File: src/rtl/sr_pkg.sv
package sr_pkg;
  localparam int DATA_W = 8;
  localparam int ADDR_W = 2;
  localparam int SYNC_STAGES = 2;

  typedef enum logic [ADDR_W-1:0] {
    REG_DATA   = 2'd0,
    REG_STATUS = 2'd1,
    REG_CTRL   = 2'd2,
    REG_NONE   = 2'd3
  } reg_addr_e;

  localparam int ST_FULL = 0;
  localparam int ST_OVR  = 1;
  localparam int CT_RXEN = 0;
  localparam int CT_IREN = 1;
endpackage

File: src/rtl/sr_sync_edge.sv
module sr_sync_edge #(
  parameter int STAGES = 2
) (
  input  logic clk,
  input  logic rst_n,
  input  logic sck_in,
  input  logic sdi_in,
  output logic sck_rise,
  output logic sdi_sync
);
  logic [STAGES-1:0] sck_chain, sdi_chain;
  logic              sck_last;

  generate
    for (genvar g = 0; g < STAGES; g++) begin : g_stage
      if (g == 0) begin : g_first
        always_ff @(posedge clk or negedge rst_n) begin
          if (!rst_n) begin
            sck_chain[0] <= 1'b0;
            sdi_chain[0] <= 1'b0;
          end else begin
            sck_chain[0] <= sck_in;
            sdi_chain[0] <= sdi_in;
          end
        end
      end else begin : g_rest
        always_ff @(posedge clk or negedge rst_n) begin
          if (!rst_n) begin
            sck_chain[g] <= 1'b0;
            sdi_chain[g] <= 1'b0;
          end else begin
            sck_chain[g] <= sck_chain[g-1];
            sdi_chain[g] <= sdi_chain[g-1];
          end
        end
      end
    end
  endgenerate

  always_ff @(posedge clk or negedge rst_n) begin
    if (!rst_n) sck_last <= 1'b0;
    else        sck_last <= sck_chain[STAGES-1];
  end

  assign sck_rise = sck_chain[STAGES-1] & ~sck_last;
  assign sdi_sync = sdi_chain[STAGES-1];
endmodule

File: src/rtl/sr_shifter.sv
module sr_shifter #(
  parameter int W = 8
) (
  input  logic         clk,
  input  logic         rst_n,
  input  logic         enable,
  input  logic         bit_strobe,
  input  logic         bit_val,
  output logic         frame_done,
  output logic [W-1:0] frame_byte
);
  localparam int CNT_W = (W > 1) ? $clog2(W) : 1;
  localparam logic [CNT_W-1:0] LAST = CNT_W'(W - 1);

  logic [W-1:0]     shreg_q, shreg_d;
  logic [CNT_W-1:0] cnt_q, cnt_d;

  assign frame_byte = {bit_val, shreg_q[W-1:1]};
  assign frame_done = enable & bit_strobe & (cnt_q == LAST);

  always_comb begin
    shreg_d = shreg_q;
    cnt_d   = cnt_q;
    if (!enable) begin
      shreg_d = '0;
      cnt_d   = '0;
    end else if (bit_strobe) begin
      shreg_d = frame_byte;
      cnt_d   = (cnt_q == LAST) ? '0 : cnt_q + 1'b1;
    end
  end

  always_ff @(posedge clk or negedge rst_n) begin
    if (!rst_n) begin
      shreg_q <= '0;
      cnt_q   <= '0;
    end else begin
      shreg_q <= shreg_d;
      cnt_q   <= cnt_d;
    end
  end
endmodule

File: src/rtl/sr_regs.sv
module sr_regs
  import sr_pkg::*;
(
  input  logic              clk,
  input  logic              rst_n,
  input  logic              frame_done,
  input  logic [DATA_W-1:0] frame_byte,
  input  logic [ADDR_W-1:0] bus_addr,
  input  logic              bus_wr,
  input  logic [DATA_W-1:0] bus_wdata,
  output logic [DATA_W-1:0] bus_rdata,
  output logic [DATA_W-1:0] data_q,
  output logic              full_q,
  output logic              ovr_q,
  output logic              rxen_q,
  output logic              iren_q
);
  logic [DATA_W-1:0] data_d;
  logic full_d, ovr_d, rxen_d, iren_d;
  logic wr_status, wr_ctrl;

  assign wr_status = bus_wr & (bus_addr == REG_STATUS);
  assign wr_ctrl   = bus_wr & (bus_addr == REG_CTRL);

  always_comb begin
    data_d = data_q;
    full_d = full_q;
    ovr_d  = ovr_q;
    rxen_d = rxen_q;
    iren_d = iren_q;
    if (wr_status) begin
      if (!bus_wdata[ST_FULL]) full_d = 1'b0;
      if (!bus_wdata[ST_OVR])  ovr_d  = 1'b0;
    end
    if (wr_ctrl) begin
      rxen_d = bus_wdata[CT_RXEN];
      iren_d = bus_wdata[CT_IREN];
    end
    if (frame_done) begin
      if (full_q) begin
        ovr_d  = 1'b1;
        full_d = 1'b1;
      end else if (!ovr_q) begin
        data_d = frame_byte;
        full_d = 1'b1;
      end
    end
  end

  always_ff @(posedge clk or negedge rst_n) begin
    if (!rst_n) begin
      data_q <= '0;
      full_q <= 1'b0;
      ovr_q  <= 1'b0;
      rxen_q <= 1'b0;
      iren_q <= 1'b0;
    end else begin
      data_q <= data_d;
      full_q <= full_d;
      ovr_q  <= ovr_d;
      rxen_q <= rxen_d;
      iren_q <= iren_d;
    end
  end

  always_comb begin
    bus_rdata = '0;
    case (bus_addr)
      REG_DATA:   bus_rdata = data_q;
      REG_STATUS: begin
        bus_rdata[ST_FULL] = full_q;
        bus_rdata[ST_OVR]  = ovr_q;
      end
      REG_CTRL: begin
        bus_rdata[CT_RXEN] = rxen_q;
        bus_rdata[CT_IREN] = iren_q;
      end
      default:    bus_rdata = '0;
    endcase
  end
endmodule

File: src/rtl/sync_serial_rx.sv
module sync_serial_rx
  import sr_pkg::*;
(
  input  logic              clk,
  input  logic              rst_n,
  input  logic              sck,
  input  logic              sdi,
  input  logic [ADDR_W-1:0] bus_addr,
  input  logic              bus_wr,
  input  logic [DATA_W-1:0] bus_wdata,
  output logic [DATA_W-1:0] bus_rdata,
  output logic              irq_rx,
  output logic              irq_err
);
  logic rst_meta, rst_q;
  logic sck_rise, sdi_s;
  logic frame_done;
  logic [DATA_W-1:0] frame_byte, data_q;
  logic full_q, ovr_q, rxen_q, iren_q;

  always_ff @(posedge clk or negedge rst_n) begin
    if (!rst_n) begin
      rst_meta <= 1'b0;
      rst_q    <= 1'b0;
    end else begin
      rst_meta <= 1'b1;
      rst_q    <= rst_meta;
    end
  end

  sr_sync_edge #(.STAGES(SYNC_STAGES)) u_sync (
    .clk(clk), .rst_n(rst_q), .sck_in(sck), .sdi_in(sdi),
    .sck_rise(sck_rise), .sdi_sync(sdi_s)
  );

  sr_shifter #(.W(DATA_W)) u_shift (
    .clk(clk), .rst_n(rst_q), .enable(rxen_q), .bit_strobe(sck_rise),
    .bit_val(sdi_s), .frame_done(frame_done), .frame_byte(frame_byte)
  );

  sr_regs u_regs (
    .clk(clk), .rst_n(rst_q), .frame_done(frame_done), .frame_byte(frame_byte),
    .bus_addr(bus_addr), .bus_wr(bus_wr), .bus_wdata(bus_wdata),
    .bus_rdata(bus_rdata), .data_q(data_q), .full_q(full_q), .ovr_q(ovr_q),
    .rxen_q(rxen_q), .iren_q(iren_q)
  );

  assign irq_err = ovr_q & iren_q;
  assign irq_rx  = full_q & iren_q & ~ovr_q;
endmodule

File: config.mk
export PLATFORM = sky130hd
export DESIGN_NAME = sync_serial_rx
export DESIGN_NICKNAME = d
export VERILOG_FILES = /design/src/rtl/sr_pkg.sv /design/src/rtl/sr_sync_edge.sv /design/src/rtl/sr_shifter.sv /design/src/rtl/sr_regs.sv /design/src/rtl/sync_serial_rx.sv
export SDC_FILE = /design/constraint.sdc
export NUM_CORES = 1
export LEC_CHECK = 0
export ABC_AREA = 1
export BUFFER_PORTS_ARGS = -buffer_cell sky130_fd_sc_hd__buf_2
export CORE_ASPECT_RATIO = 1.25
export CORE_MARGIN = 1.5
export CORE_UTILIZATION = 48
export DETAILED_ROUTE_END_ITERATION = 8
export MAX_ROUTING_LAYER = met4
export PLACE_DENSITY = 0.72
export SYNTH_ARGS = -nofsm -noshare
export SYNTH_HDL_FRONTEND = slang
export SYNTH_SLANG_ARGS = --single-unit
File: constraint.sdc
create_clock -name clk -period 1.6 [get_ports clk]
set_input_delay 0.08 -clock clk [delete_from_list [all_inputs] [get_ports clk]]
set_output_delay 0.08 -clock clk [all_outputs]
set_load 0.03 [all_outputs]
==> metrics.cfg, run 1 <==
[pwr]
cellPowerDensity_nw_per_um2 = 888
power.share.switching = 0.256
power_switching_mw = 0.335
comb_power_share = 0.090
irDropWorstVdd_uv = 541
power_mw = 1.31
static-leakage-power_nw = 0.771
fraction_of_power_consumed_by_sequential_logic = 0.604
pwr-share-clk = 0.307
internal_power_mw = 0.973

[timing]
slew_violations = 0
setup_repair_after_global_routing_missed_its_margin = false
tns_ns = 0
min_period_ns = 1.37
post-route-period-util = 0.858
fin_ws_ns = 0.227
finalSetupViolCount = 0
max_clock_freq_ghz = 0.729
clock_skew_ns = 0.00955
hold_violations = 0

[worst_setup_path]
critPathLaunchType = flop
r2r_start = u_shift.cnt_q[0]
end_kind = output port
critical_path_arrival_ns = 1.29
critical_path_required_ns = 1.52
critPathLaunch = u_regs.rxen_q
critPathKind = reg -> out
timing.critical_path.fanout_max = 7
timing.critical_path.to = bus_rdata[0]
capture_instance_of_the_worst_register_to_register_path = u_shift.cnt_q[0]
worst-r2r-setup-slack_ns = 0.27
r2r_cells = 5

[layout]
filler_cell_count = 241
antenna_cells_inserted = 0
post-route-util = 0.601
layout-drive-gt1-share = 0.184
areaGrowthSynthToFinish_pct = 17.2
layout.cell_area.non_filler_um2 = 1470
finalNetCount = 179

[synthesis]
synthDistinctLibCells = 18
post_synth_inst_count = 133
syn_nets = 150
synth-warning-count = 0
synth.cell_area_um2 = 1260
post-synth-top-area-cell = sky130_fd_sc_hd__dfrtp_1
postSynthRegisterBits = 29
synth.top_cell.area_share = 0.578
synth_area_leaders = sky130_fd_sc_hd__dfrtp_1, sky130_fd_sc_hd__nand2_1, sky130_fd_sc_hd__inv_1
share_of_synthesized_area_occupied_by_flip_flops_and_latches = 0.578
syn_area_per_cell_um2 = 9.45

[route]
wl_per_cell_um = 10.7
detailedRoute.firstIterationViolations = 23
number_of_optimization_iterations_in_the_first_detailed_route_pass = 4
dr_total_vias = 946
via_per_inst = 4.83
detail_route.drc_violations = 0
totalWireLength_um = 2100
final_antenna_net_count = 0

[outcome]
outcome = finished clean

[placed_design]
globalplace.congestion = 0.740
dpl_worst_slack_ns = 0.267
post_dp_cell_area_um2 = 1380
numPortBuffers = 18
hpwlAfterDp_um = 1530

[floorplan]
num_rows = 20
ios = 25
die_w_um = 48.8
fp.coreArea_um2 = 2450
starting_utilization_of_the_core_area = 0.512
die_area_um2 = 2930
dieHeight_um = 60.2

[cts]
post_cts.resized_instances = 0
cts.sinks = 29
level_count_of_the_clock_h_tree = 2
cts-root-to-sink-buffers = 2
cts_root_buf = sky130_fd_sc_hd__clkbuf_4
worstSkewPairLatency_ns = 0.31
cts_tree = yes
number_of_buffers_inserted_during_clock_tree_synthesis = 5
clkTransAtPathRegs_ns = 0.08

[global_route]
track_usage = 0.177
grt_antenna_before_repair = 0
maximum_number_of_pins_on_one_net_before_global_route_repair = 21
vias_in_the_first_global_route = 897
global_route_wire_length_before_repair_um = 3760
global_route.overflow_total = 0

[worst_hold_path]
hold_class = in -> reg

[run]
cap_viol_max_count = 0

-- sequential cells by signal (all words and copies together) (netlist names), named ones only --
register / cells
u_regs.data_q: 8
u_shift.shreg_q: 7
u_shift.cnt_q: 3
u_sync.sck_chain: 2
rst_meta: 1
rst_q: 1
u_regs.iren_q: 1
u_regs.ovr_q: 1
u_regs.rxen_q: 1
u_sync.sck_last: 1
u_sync.sdi_chain: 1
u_sync.sdi_sync: 1
-- through the flow --
stage | hold WS, ns | cells
3_5_place_dp | -0.132 | 184
4_1_cts | 0.00220 | 196
5_1_grt | 0.0146 | 196
3_3_place_gp | -0.134 | 184
6_report | 0.0244 | 196
2_1_floorplan | -0.216 | 133
-- metal layers --
layer	routed length, µm	part of all wire	GRT usage	vias to the layer above
met3	84	0.040	0.0525	2
li1	-	-	-	483
met1	951	0.45	0.189	439
met2	1050	0.50	0.305	22
met4	12	0.0057	0.0816	0
met5	0	0	-	-
-- what timing repair did --
action                                 CTS  global route
hold buffers                             4             0
endpoints found under the hold margin    5             0
setup buffers                            0             0
-- kinds of logic after synthesis --
kind of cell    Yosys count  share of synthesized area
simple gates             57                      0.232
flops                    29                      0.578
buf+inv                  27                     0.0866
compound gates           17                     0.0807
fa+ha+maj                 2                     0.0199
other cells               1                    0.00299
-- cells in the mapped netlist --
| cell type | count |
|---|---|
| sky130_fd_sc_hd__nand2_1 | 28 |
| sky130_fd_sc_hd__o211ai_1 | 1 |
| sky130_fd_sc_hd__nor2_4 | 1 |
| sky130_fd_sc_hd__o21ai_1 | 1 |
| sky130_fd_sc_hd__nand3_4 | 1 |
| sky130_fd_sc_hd__nand4_4 | 1 |
| sky130_fd_sc_hd__o22ai_1 | 8 |
| sky130_fd_sc_hd__nor2_1 | 8 |
| sky130_fd_sc_hd__o21ai_2 | 1 |
| sky130_fd_sc_hd__nand3_1 | 16 |
| sky130_fd_sc_hd__nor2_2 | 1 |
| sky130_fd_sc_hd__dfrtp_1 | 29 |
| sky130_fd_sc_hd__buf_6 | 1 |
| sky130_fd_sc_hd__inv_1 | 26 |
| sky130_fd_sc_hd__conb_1 | 1 |
| sky130_fd_sc_hd__nor2_8 | 1 |
| sky130_fd_sc_hd__o21ai_0 | 6 |
| sky130_fd_sc_hd__ha_1 | 2 |
-- power groups by stage --
stage / logic, mW / registers [mW] / clock network [mW]
2_1_floorplan: 0.0868 / 0.796 / 0
3_3_place_gp: 0.107 / 0.804 / 0
3_5_place_dp: 0.112 / 0.805 / 0
4_1_cts: 0.119 / 0.791 / 0.426
5_1_grt: 0.132 / 0.795 / 0.463
6_report: 0.117 / 0.790 / 0.401
-- layout by cell type, fill, tap and decap left out --
master / n
sky130_fd_sc_hd__nor2_1: 8
sky130_fd_sc_hd__nor2_4: 1
sky130_fd_sc_hd__dfrtp_1: 29
sky130_fd_sc_hd__conb_1: 1
sky130_fd_sc_hd__clkbuf_1: 3
sky130_fd_sc_hd__o22ai_1: 8
sky130_fd_sc_hd__ha_1: 2
sky130_fd_sc_hd__nand2_1: 28
sky130_fd_sc_hd__buf_2: 18
sky130_fd_sc_hd__nand3_4: 1
sky130_fd_sc_hd__o211ai_1: 1
sky130_fd_sc_hd__dlygate4sd3_1: 4
sky130_fd_sc_hd__o21ai_0: 6
sky130_fd_sc_hd__nor2_2: 1
sky130_fd_sc_hd__nand4_4: 1
sky130_fd_sc_hd__nand3_1: 16
sky130_fd_sc_hd__o21ai_2: 1
sky130_fd_sc_hd__clkbuf_4: 5
sky130_fd_sc_hd__inv_1: 26
sky130_fd_sc_hd__nor2_8: 1
sky130_fd_sc_hd__o21ai_1: 1
sky130_fd_sc_hd__buf_4: 1
-- worst max-delay path, stage by stage, from the launching register on --
cell                      delay, ns
sky130_fd_sc_hd__dfrtp_1       0.58
sky130_fd_sc_hd__nand3_1       0.12
sky130_fd_sc_hd__nand3_1       0.09
sky130_fd_sc_hd__buf_2         0.19
-- final cells by class --
type                    instances  area (µm²)  area share
flip-flops and latches         29         726       0.493
clock buffers                   8        48.8      0.0331
multi-input cells              77         422       0.286
inverters                      26        97.6      0.0663
repair buffers                 23         138      0.0935
well taps                      33        41.3      0.0280
-- worst min path at each step --
| stage | endpoint | from | slack, ns | depth (start not counted) |
|---|---|---|---|---|
| final | u_regs.rxen_q | bus_wdata[0] | 0.02 | 3 |
| after global routing | u_regs.rxen_q | bus_wdata[0] | 0.01 | 3 |
| after CTS | u_regs.rxen_q | bus_wdata[0] | 0.002 | 3 |
| after detailed placement | rst_meta | rst_n | -0.13 | 1 |
| after global placement | rst_meta | rst_n | -0.13 | 1 |
| after floorplan | rst_meta | rst_n | -0.22 | 0 |
Power figures use the tool's default switching activity.
==> inputs of run 2 (changes only) <==
--- a/config.mk
+++ b/config.mk
@@ -5,7 +5,6 @@
 export SDC_FILE = /design/constraint.sdc
 export NUM_CORES = 1
 export LEC_CHECK = 0
-export ABC_AREA = 1
 export BUFFER_PORTS_ARGS = -buffer_cell sky130_fd_sc_hd__buf_2
 export CORE_ASPECT_RATIO = 1.25
 export CORE_MARGIN = 1.5
==> run 2 against run 1 <==
  * The run now ends with setup timing left
  * Critical path depth increased by 3
  * Power rose by 8.1%
  * Clock power rose by 23%
  * Area after synthesis about the same
  * Core utilization is 3.7 points higher
  * Design area rose by 6.2%
  * Fmax is 18% lower
  * Clock skew is 0.0015 ns lower
  * Register-to-register slack got worse by 0.34 ns
  * Hold slack got worse by 0.0057 ns
  * Largest power group unchanged
  * Highest routed layer unchanged
==> metrics.cfg, run 2 <==
[run]
cap_viol_max_count = 0  ; unchanged

[floorplan]
starting_utilization_of_the_core_area = 0.512  ; about the same
ios = 25  ; unchanged
num_rows = 20  ; unchanged
die_area_um2 = 2930  ; about the same
dieHeight_um = 60.2  ; about the same
fp.coreArea_um2 = 2450  ; unchanged
die_w_um = 48.7  ; about the same

[synthesis]
synth.top_cell.area_share = 0.578  ; about the same
synth-edff-count = 0  ; unchanged
post-synth-top-area-cell = sky130_fd_sc_hd__dfrtp_1
share_of_synthesized_area_occupied_by_flip_flops_and_latches = 0.578  ; about the same
synth_most_common_cell = sky130_fd_sc_hd__dfrtp_1
post_synth_inst_count = 103  ; -23%
ys.flop_type = sky130_fd_sc_hd__dfrtp_1
synth-warning-count = 0  ; unchanged
async_reset_ff_frac = 1.00  ; unchanged
syn_area_per_cell_um2 = 12.2  ; +29%
syn_nets = 120  ; -20%
most_common_library_cells_after_synthesis = sky130_fd_sc_hd__dfrtp_1, sky130_fd_sc_hd__nand2_1, sky130_fd_sc_hd__a21boi_0
postSynthRegisterBits = 29  ; unchanged
synthDistinctLibCells = 25  ; +7
synth_area_leaders = sky130_fd_sc_hd__dfrtp_1, sky130_fd_sc_hd__mux2_4, sky130_fd_sc_hd__nand2_1
synth.cell_area_um2 = 1250  ; about the same

[worst_setup_path]
timing.critical_path.fanout_max = 8  ; +1
timing.critical_path.to = u_regs.data_q[6]
critPathKind = reg -> reg
critPathLaunchType = flop
capture_instance_of_the_worst_register_to_register_path = u_regs.data_q[6]
r2r_cells = 6  ; +1
critical_path_arrival_ns = 1.88  ; +0.59 ns
end_kind = flop
r2r_start = u_shift.cnt_q[0]
worst-r2r-setup-slack_ns = -0.07  ; -0.34 ns
critical_path_required_ns = 1.81  ; +0.29 ns
critPathLaunch = u_shift.cnt_q[0]

[placed_design]
post_dp_cell_area_um2 = 1440  ; +4.1%
dpl_worst_slack_ns = -0.0891  ; -0.356 ns
globalplace.congestion = 0.727  ; -1.8%
hpwlAfterDp_um = 1420  ; -7.3%
numPortBuffers = 18  ; unchanged

[route]
number_of_optimization_iterations_in_the_first_detailed_route_pass = 4  ; unchanged
wl_per_cell_um = 11.6  ; +8.5%
detailedRoute.firstIterationViolations = 18  ; -22%
totalWireLength_um = 1980  ; -5.9%
final_antenna_net_count = 0  ; unchanged
dr_total_vias = 830  ; -12%
detail_route.drc_violations = 0  ; unchanged
via_per_inst = 4.88  ; +1.2%

[layout]
regMostFlops = u_regs.data_q
layout-drive-gt1-share = 0.336  ; +0.152
areaGrowthSynthToFinish_pct = 24.6
antenna_cells_inserted = 0  ; unchanged
layout_common_cells = sky130_fd_sc_hd__dfrtp_1, sky130_fd_sc_hd__nand2_1, sky130_fd_sc_hd__buf_2
finalNetCount = 153  ; -15%
layout.cell_area.non_filler_um2 = 1560  ; +6.2%
layout_top_registers = u_regs.data_q (8), u_shift.shreg_q (7), u_shift.cnt_q (3)
filler_cell_count = 199  ; -17%
largest_register_ffs = 8  ; unchanged
layout.cells.most_common = sky130_fd_sc_hd__dfrtp_1

[cts]
cts-root-to-sink-buffers = 2  ; unchanged
cts_root_buf = sky130_fd_sc_hd__clkbuf_4
number_of_buffers_inserted_during_clock_tree_synthesis = 5  ; unchanged
level_count_of_the_clock_h_tree = 2  ; unchanged
cts.sinks = 29  ; unchanged
worstSkewPairLatency_ns = 0.33  ; +0.02 ns
cts_tree = yes
clkTransAtPathRegs_ns = 0.09  ; about the same

[outcome]
outcome = finished with violations
violations = setup timing

[timing]
max_clock_freq_ghz = 0.598  ; -18%
setup_repair_after_global_routing_missed_its_margin = true
finalSetupViolCount = 8  ; +8
clock_skew_ns = 0.00806  ; -0.00149 ns
min_period_ns = 1.67  ; +0.301 ns
slew_violations = 0  ; unchanged
post-route-period-util = 1.05  ; +0.188
hold_violations = 0  ; unchanged
fin_ws_ns = -0.0733  ; -0.301 ns

[pwr]
static-leakage-power_nw = 0.788  ; +2.2%
power_mw = 1.41  ; +8.1%
irDropWorstVdd_uv = 823  ; +52%
cellPowerDensity_nw_per_um2 = 904  ; +1.8%

[global_route]
vias_in_the_first_global_route = 789  ; -12%
global_route_wire_length_before_repair_um = 3390  ; -9.9%
grt_antenna_before_repair = 0  ; unchanged
maximum_number_of_pins_on_one_net_before_global_route_repair = 27  ; +29%
global_route.overflow_total = 0  ; unchanged
track_usage = 0.163  ; -0.0134

[worst_hold_path]
hold_class = reg -> async

run 2: layer usage:
metal  wire length [µm]  global-route usage  vias to the layer above
met2                949               0.268                       21
met4                 49              0.0857                        0
met1                874               0.173                      392
met3                104              0.0625                        5
met5                  0                   -                        -
li1                   -                   -                      412
run 2: kinds of logic after synthesis:
logic type               synth area share
multiplexers                        0.130
other                             0.00299
AND/OR/NAND/NOR                     0.167
buffers and inverters              0.0209
flip-flops                          0.578
AO/OA/AOI/OAI                      0.0818
adder cells (fa/ha/maj)            0.0199
run 2: worst max-delay path, stage by stage (launching register included):
cell and delay [ns]:
sky130_fd_sc_hd__dfrtp_1 0.36, sky130_fd_sc_hd__ha_2 0.19, sky130_fd_sc_hd__ha_4 0.14, sky130_fd_sc_hd__nand4b_4 0.09, sky130_fd_sc_hd__or3_1 0.33, sky130_fd_sc_hd__buf_6 0.16
sky130_fd_sc_hd__mux2_4 0.29
run 2: cell type report:
type / count / area (µm²) / share of cell area
clock buffer: 7 / 65.1 / 0.0416
inverter: 1 / 3.75 / 0.00240
tap: 33 / 41.3 / 0.0264
timing repair buffer: 30 / 196 / 0.126
multi-input combinational: 69 / 527 / 0.337
clock inverter: 1 / 5.00 / 0.00320
sequential: 29 / 726 / 0.464
run 2: worst min-delay path by stage:
| stage | startpoint | to | depth (start not counted) |
|---|---|---|---|
| 2_1_floorplan | rst_n | rst_meta | 0 |
| 3_3_place_gp | rst_n | rst_meta | 1 |
| 3_5_place_dp | rst_n | rst_meta | 1 |
| 4_1_cts | rst_q | u_sync.sdi_chain[0] | 0 |
| 5_1_grt | rst_q | u_sync.sdi_chain[0] | 0 |
| 6_report | rst_q | u_sync.sdi_chain[0] | 0 |
run 2: power by group:
group          leakage [nW]  internal (mW)  switching, mW
sequential            0.384          0.759         0.0213
clock                0.0413          0.254          0.241
combinational         0.364         0.0671         0.0708
run 2: through the flow:
| step | hold slack [ns] | TNS [ns] | cells | utilization |
|---|---|---|---|---|
| 2_1_floorplan | -0.216 | -0.441 | 103 | - |
| 3_3_place_gp | -0.134 | -0.679 | 157 | 0.587 |
| 3_5_place_dp | -0.130 | -0.699 | 157 | 0.587 |
| 5_1_grt | 0.0313 | -0.952 | 170 | 0.638 |
| 6_report | 0.0187 | -0.553 | 170 | 0.638 |
| 4_1_cts | 0.0202 | -0.574 | 170 | 0.638 |
run 2: repair_timing:
item | 4_1_cts | 5_1_grt
pin swaps | 1 | 1
hold buffers | 5 | 0
endpoints found under the setup margin | 8 | 8
hold endpoints to repair | 7 | 0
resized for setup | 1 | 0
buffers inserted | 0 | 0
==> inputs of run 3 (changes only) <==
--- a/config.mk
+++ b/config.mk
@@ -9,6 +9,7 @@
 export CORE_ASPECT_RATIO = 1.25
 export CORE_MARGIN = 1.5
 export CORE_UTILIZATION = 48
+export CTS_BUF_LIST = sky130_fd_sc_hd__clkbuf_8
 export DETAILED_ROUTE_END_ITERATION = 8
 export MAX_ROUTING_LAYER = met4
 export PLACE_DENSITY = 0.72
==> run 3 against run 2 <==
  * The run still ends with setup timing left
  * Fmax shrank 2.0%
  * Register-to-register slack lost 0.03 ns
  * Cell count unchanged
  * Power grew 11%
  * Sequential share of layout area fell by 0.77 points
  * Via count down 1.1%
  * Count of clock-buffer cells in the layout stayed put
==> metrics.cfg, run 3 (synthesis results as in run 2) <==
[outcome]
outcome = finished with violations
violations = setup timing

[timing]
post-route-period-util = 1.07  ; +0.0208
fin_ws_ns = -0.107  ; -0.0333 ns
clock_skew_ns = 0.00227  ; -0.00579 ns
min_period_ns = 1.71  ; +0.0333 ns
setup_repair_after_global_routing_missed_its_margin = true
slew_violations = 0  ; unchanged
hold_violations = 0  ; unchanged
max_clock_freq_ghz = 0.586  ; -2.0%
finalSetupViolCount = 8  ; unchanged

[floorplan]
dieHeight_um = 60.2  ; unchanged
ios = 25  ; unchanged
starting_utilization_of_the_core_area = 0.512  ; unchanged
num_rows = 20  ; unchanged
die_w_um = 48.7  ; unchanged
fp.coreArea_um2 = 2450  ; unchanged
die_area_um2 = 2930  ; unchanged

[worst_setup_path]
critPathKind = reg -> reg
worst-r2r-setup-slack_ns = -0.11  ; -0.03 ns
r2r_start = u_shift.cnt_q[0]
path_cells = ha_2, ha_4, nand4b_4, or3_1, buf_6, mux2_4
critical_path.slowest_cell = sky130_fd_sc_hd__dfrtp_1
timing.critical_path.depth = 6  ; unchanged
path_delay_family = simple AND/OR/NAND/NOR gates
timing.critical_path.fanout_max = 8  ; unchanged
critical_path_buf_inv_count = 1  ; unchanged
capture_instance_of_the_worst_register_to_register_path = u_regs.data_q[6]
critical_path_arrival_ns = 1.87  ; about the same
critical_path_required_ns = 1.76  ; -0.05 ns
r2r_cells = 6  ; unchanged
end_kind = flop
critPathLaunchType = flop
critPathMaxStageDelay_ns = 0.35  ; about the same

[cts]
cts_root_buf = sky130_fd_sc_hd__clkbuf_8
cts_tree = yes
worstSkewPairLatency_ns = 0.28  ; -0.05 ns
cts.sinks = 29  ; unchanged
number_of_buffers_inserted_during_clock_tree_synthesis = 5  ; unchanged
clkTransAtPathRegs_ns = 0.06  ; -0.03 ns
cts-root-to-sink-buffers = 2  ; unchanged
level_count_of_the_clock_h_tree = 2  ; unchanged

[route]
wl_per_cell_um = 12.3  ; +5.7%
detail_route.drc_violations = 0  ; unchanged
dr_total_vias = 821  ; -1.1%
totalWireLength_um = 2090  ; +5.7%
via_per_inst = 4.83  ; -1.1%
number_of_optimization_iterations_in_the_first_detailed_route_pass = 3  ; -1
detailedRoute.firstIterationViolations = 24  ; +6
final_antenna_net_count = 0  ; unchanged

[layout]
finalNetCount = 153  ; unchanged
layout_top_registers = u_regs.data_q (8), u_shift.shreg_q (7), u_shift.cnt_q (3)
areaGrowthSynthToFinish_pct = 26.7
largest_register_ffs = 8  ; unchanged
layout-drive-gt1-share = 0.350  ; +0.0146
regMostFlops = u_regs.data_q
layout.cells.most_common = sky130_fd_sc_hd__dfrtp_1
finalNonFillerCells = 170  ; unchanged
antenna_cells_inserted = 0  ; unchanged
layout_common_cells = sky130_fd_sc_hd__dfrtp_1, sky130_fd_sc_hd__nand2_1, sky130_fd_sc_hd__buf_2

[pwr]
irDropWorstVdd_uv = 947  ; +15%
static-leakage-power_nw = 0.801  ; +1.6%
cellPowerDensity_nw_per_um2 = 983  ; +8.8%

[global_route]
grt_antenna_before_repair = 0  ; unchanged
maximum_number_of_pins_on_one_net_before_global_route_repair = 27  ; unchanged
global_route.overflow_total = 0  ; unchanged
vias_in_the_first_global_route = 822  ; +4.2%
track_usage = 0.170  ; +0.00622
global_route_wire_length_before_repair_um = 3510  ; +3.5%

[placed_design]
dpl_worst_slack_ns = -0.0891  ; unchanged
placed_cells_incl_taps = 157  ; unchanged
globalplace.congestion = 0.727  ; unchanged
hpwlAfterDp_um = 1420  ; unchanged
numPortBuffers = 18  ; unchanged

[run]
cap_viol_max_count = 0  ; unchanged

[worst_hold_path]
hold_class = reg -> async

run 3: cell count changes in the layout (fill, tap and decap cells not counted), sizes merged:
cell         delta
dlygate4sd3     -2
buf             +2
run 3: cell type report:
type	count	area [µm²]
Clock buffer	7	96.3
Clock inverter	1	5.00
Fill cell	193	862
Inverter	1	3.75
Multi-Input combinational cell	69	527
Sequential cell	29	726
Tap cell	33	41.3
Timing Repair Buffer	30	191
run 3: report_power, final:
part / leakage (nW) / switching [mW] / internal, mW
logic: 0.363 / 0.0710 / 0.0641
clock network: 0.0542 / 0.258 / 0.387
registers: 0.384 / 0.0217 / 0.761
run 3: per-stage QoR:
step | cell area, µm² | util | TNS, ns | power [mW] | hold slack [ns]
after floorplan | 1280 | - | -0.441 | 0.872 | -0.216
after global placement | 1440 | 0.587 | -0.679 | 0.921 | -0.134
after detailed placement | 1440 | 0.587 | -0.699 | 0.926 | -0.130
after CTS | 1590 | 0.648 | -0.718 | 1.59 | 0.0171
after global routing | 1590 | 0.648 | -1.11 | 1.64 | 0.0278
final | 1590 | 0.648 | -0.839 | 1.56 | 0.0160
run 3: worst max-delay path by stage:
stage                           from                to  slack, ns
CTS                 u_shift.cnt_q[1]  u_regs.data_q[6]      -0.09
floorplan           u_shift.cnt_q[0]  u_regs.data_q[0]      -0.06
global route        u_shift.cnt_q[1]  u_regs.data_q[3]      -0.15
global placement    u_shift.cnt_q[0]  u_regs.data_q[0]      -0.09
detailed placement  u_shift.cnt_q[0]  u_regs.data_q[6]      -0.09
finish              u_shift.cnt_q[0]  u_regs.data_q[6]      -0.11
run 3: worst reg2reg max path, cell delays in order, from the launching register on:
cell and delay (ns):
sky130_fd_sc_hd__dfrtp_1 0.35, sky130_fd_sc_hd__ha_2 0.20, sky130_fd_sc_hd__ha_4 0.15, sky130_fd_sc_hd__nand4b_4 0.10, sky130_fd_sc_hd__or3_1 0.34, sky130_fd_sc_hd__buf_6 0.16, sky130_fd_sc_hd__mux2_4 0.29
run 3: per-layer routing:
metal  GRT usage  wire, µm  vias up  share of wire
li1            -         -      411              -
met1       0.171       919      387           0.44
met2       0.286      1040       19           0.50
met3      0.0625       101        4          0.048
met4      0.0980        31        0          0.015
met5           -         0        -              0
run 3: timing repair:
item                                    in CTS  in global routing
setup buffers                                2                  1
pin swaps                                    1                  3
hold buffers                                 3                  0
endpoints found under the hold margin        4                  0
gates resized for setup                      1                  0
endpoints found under the setup margin       8                  9
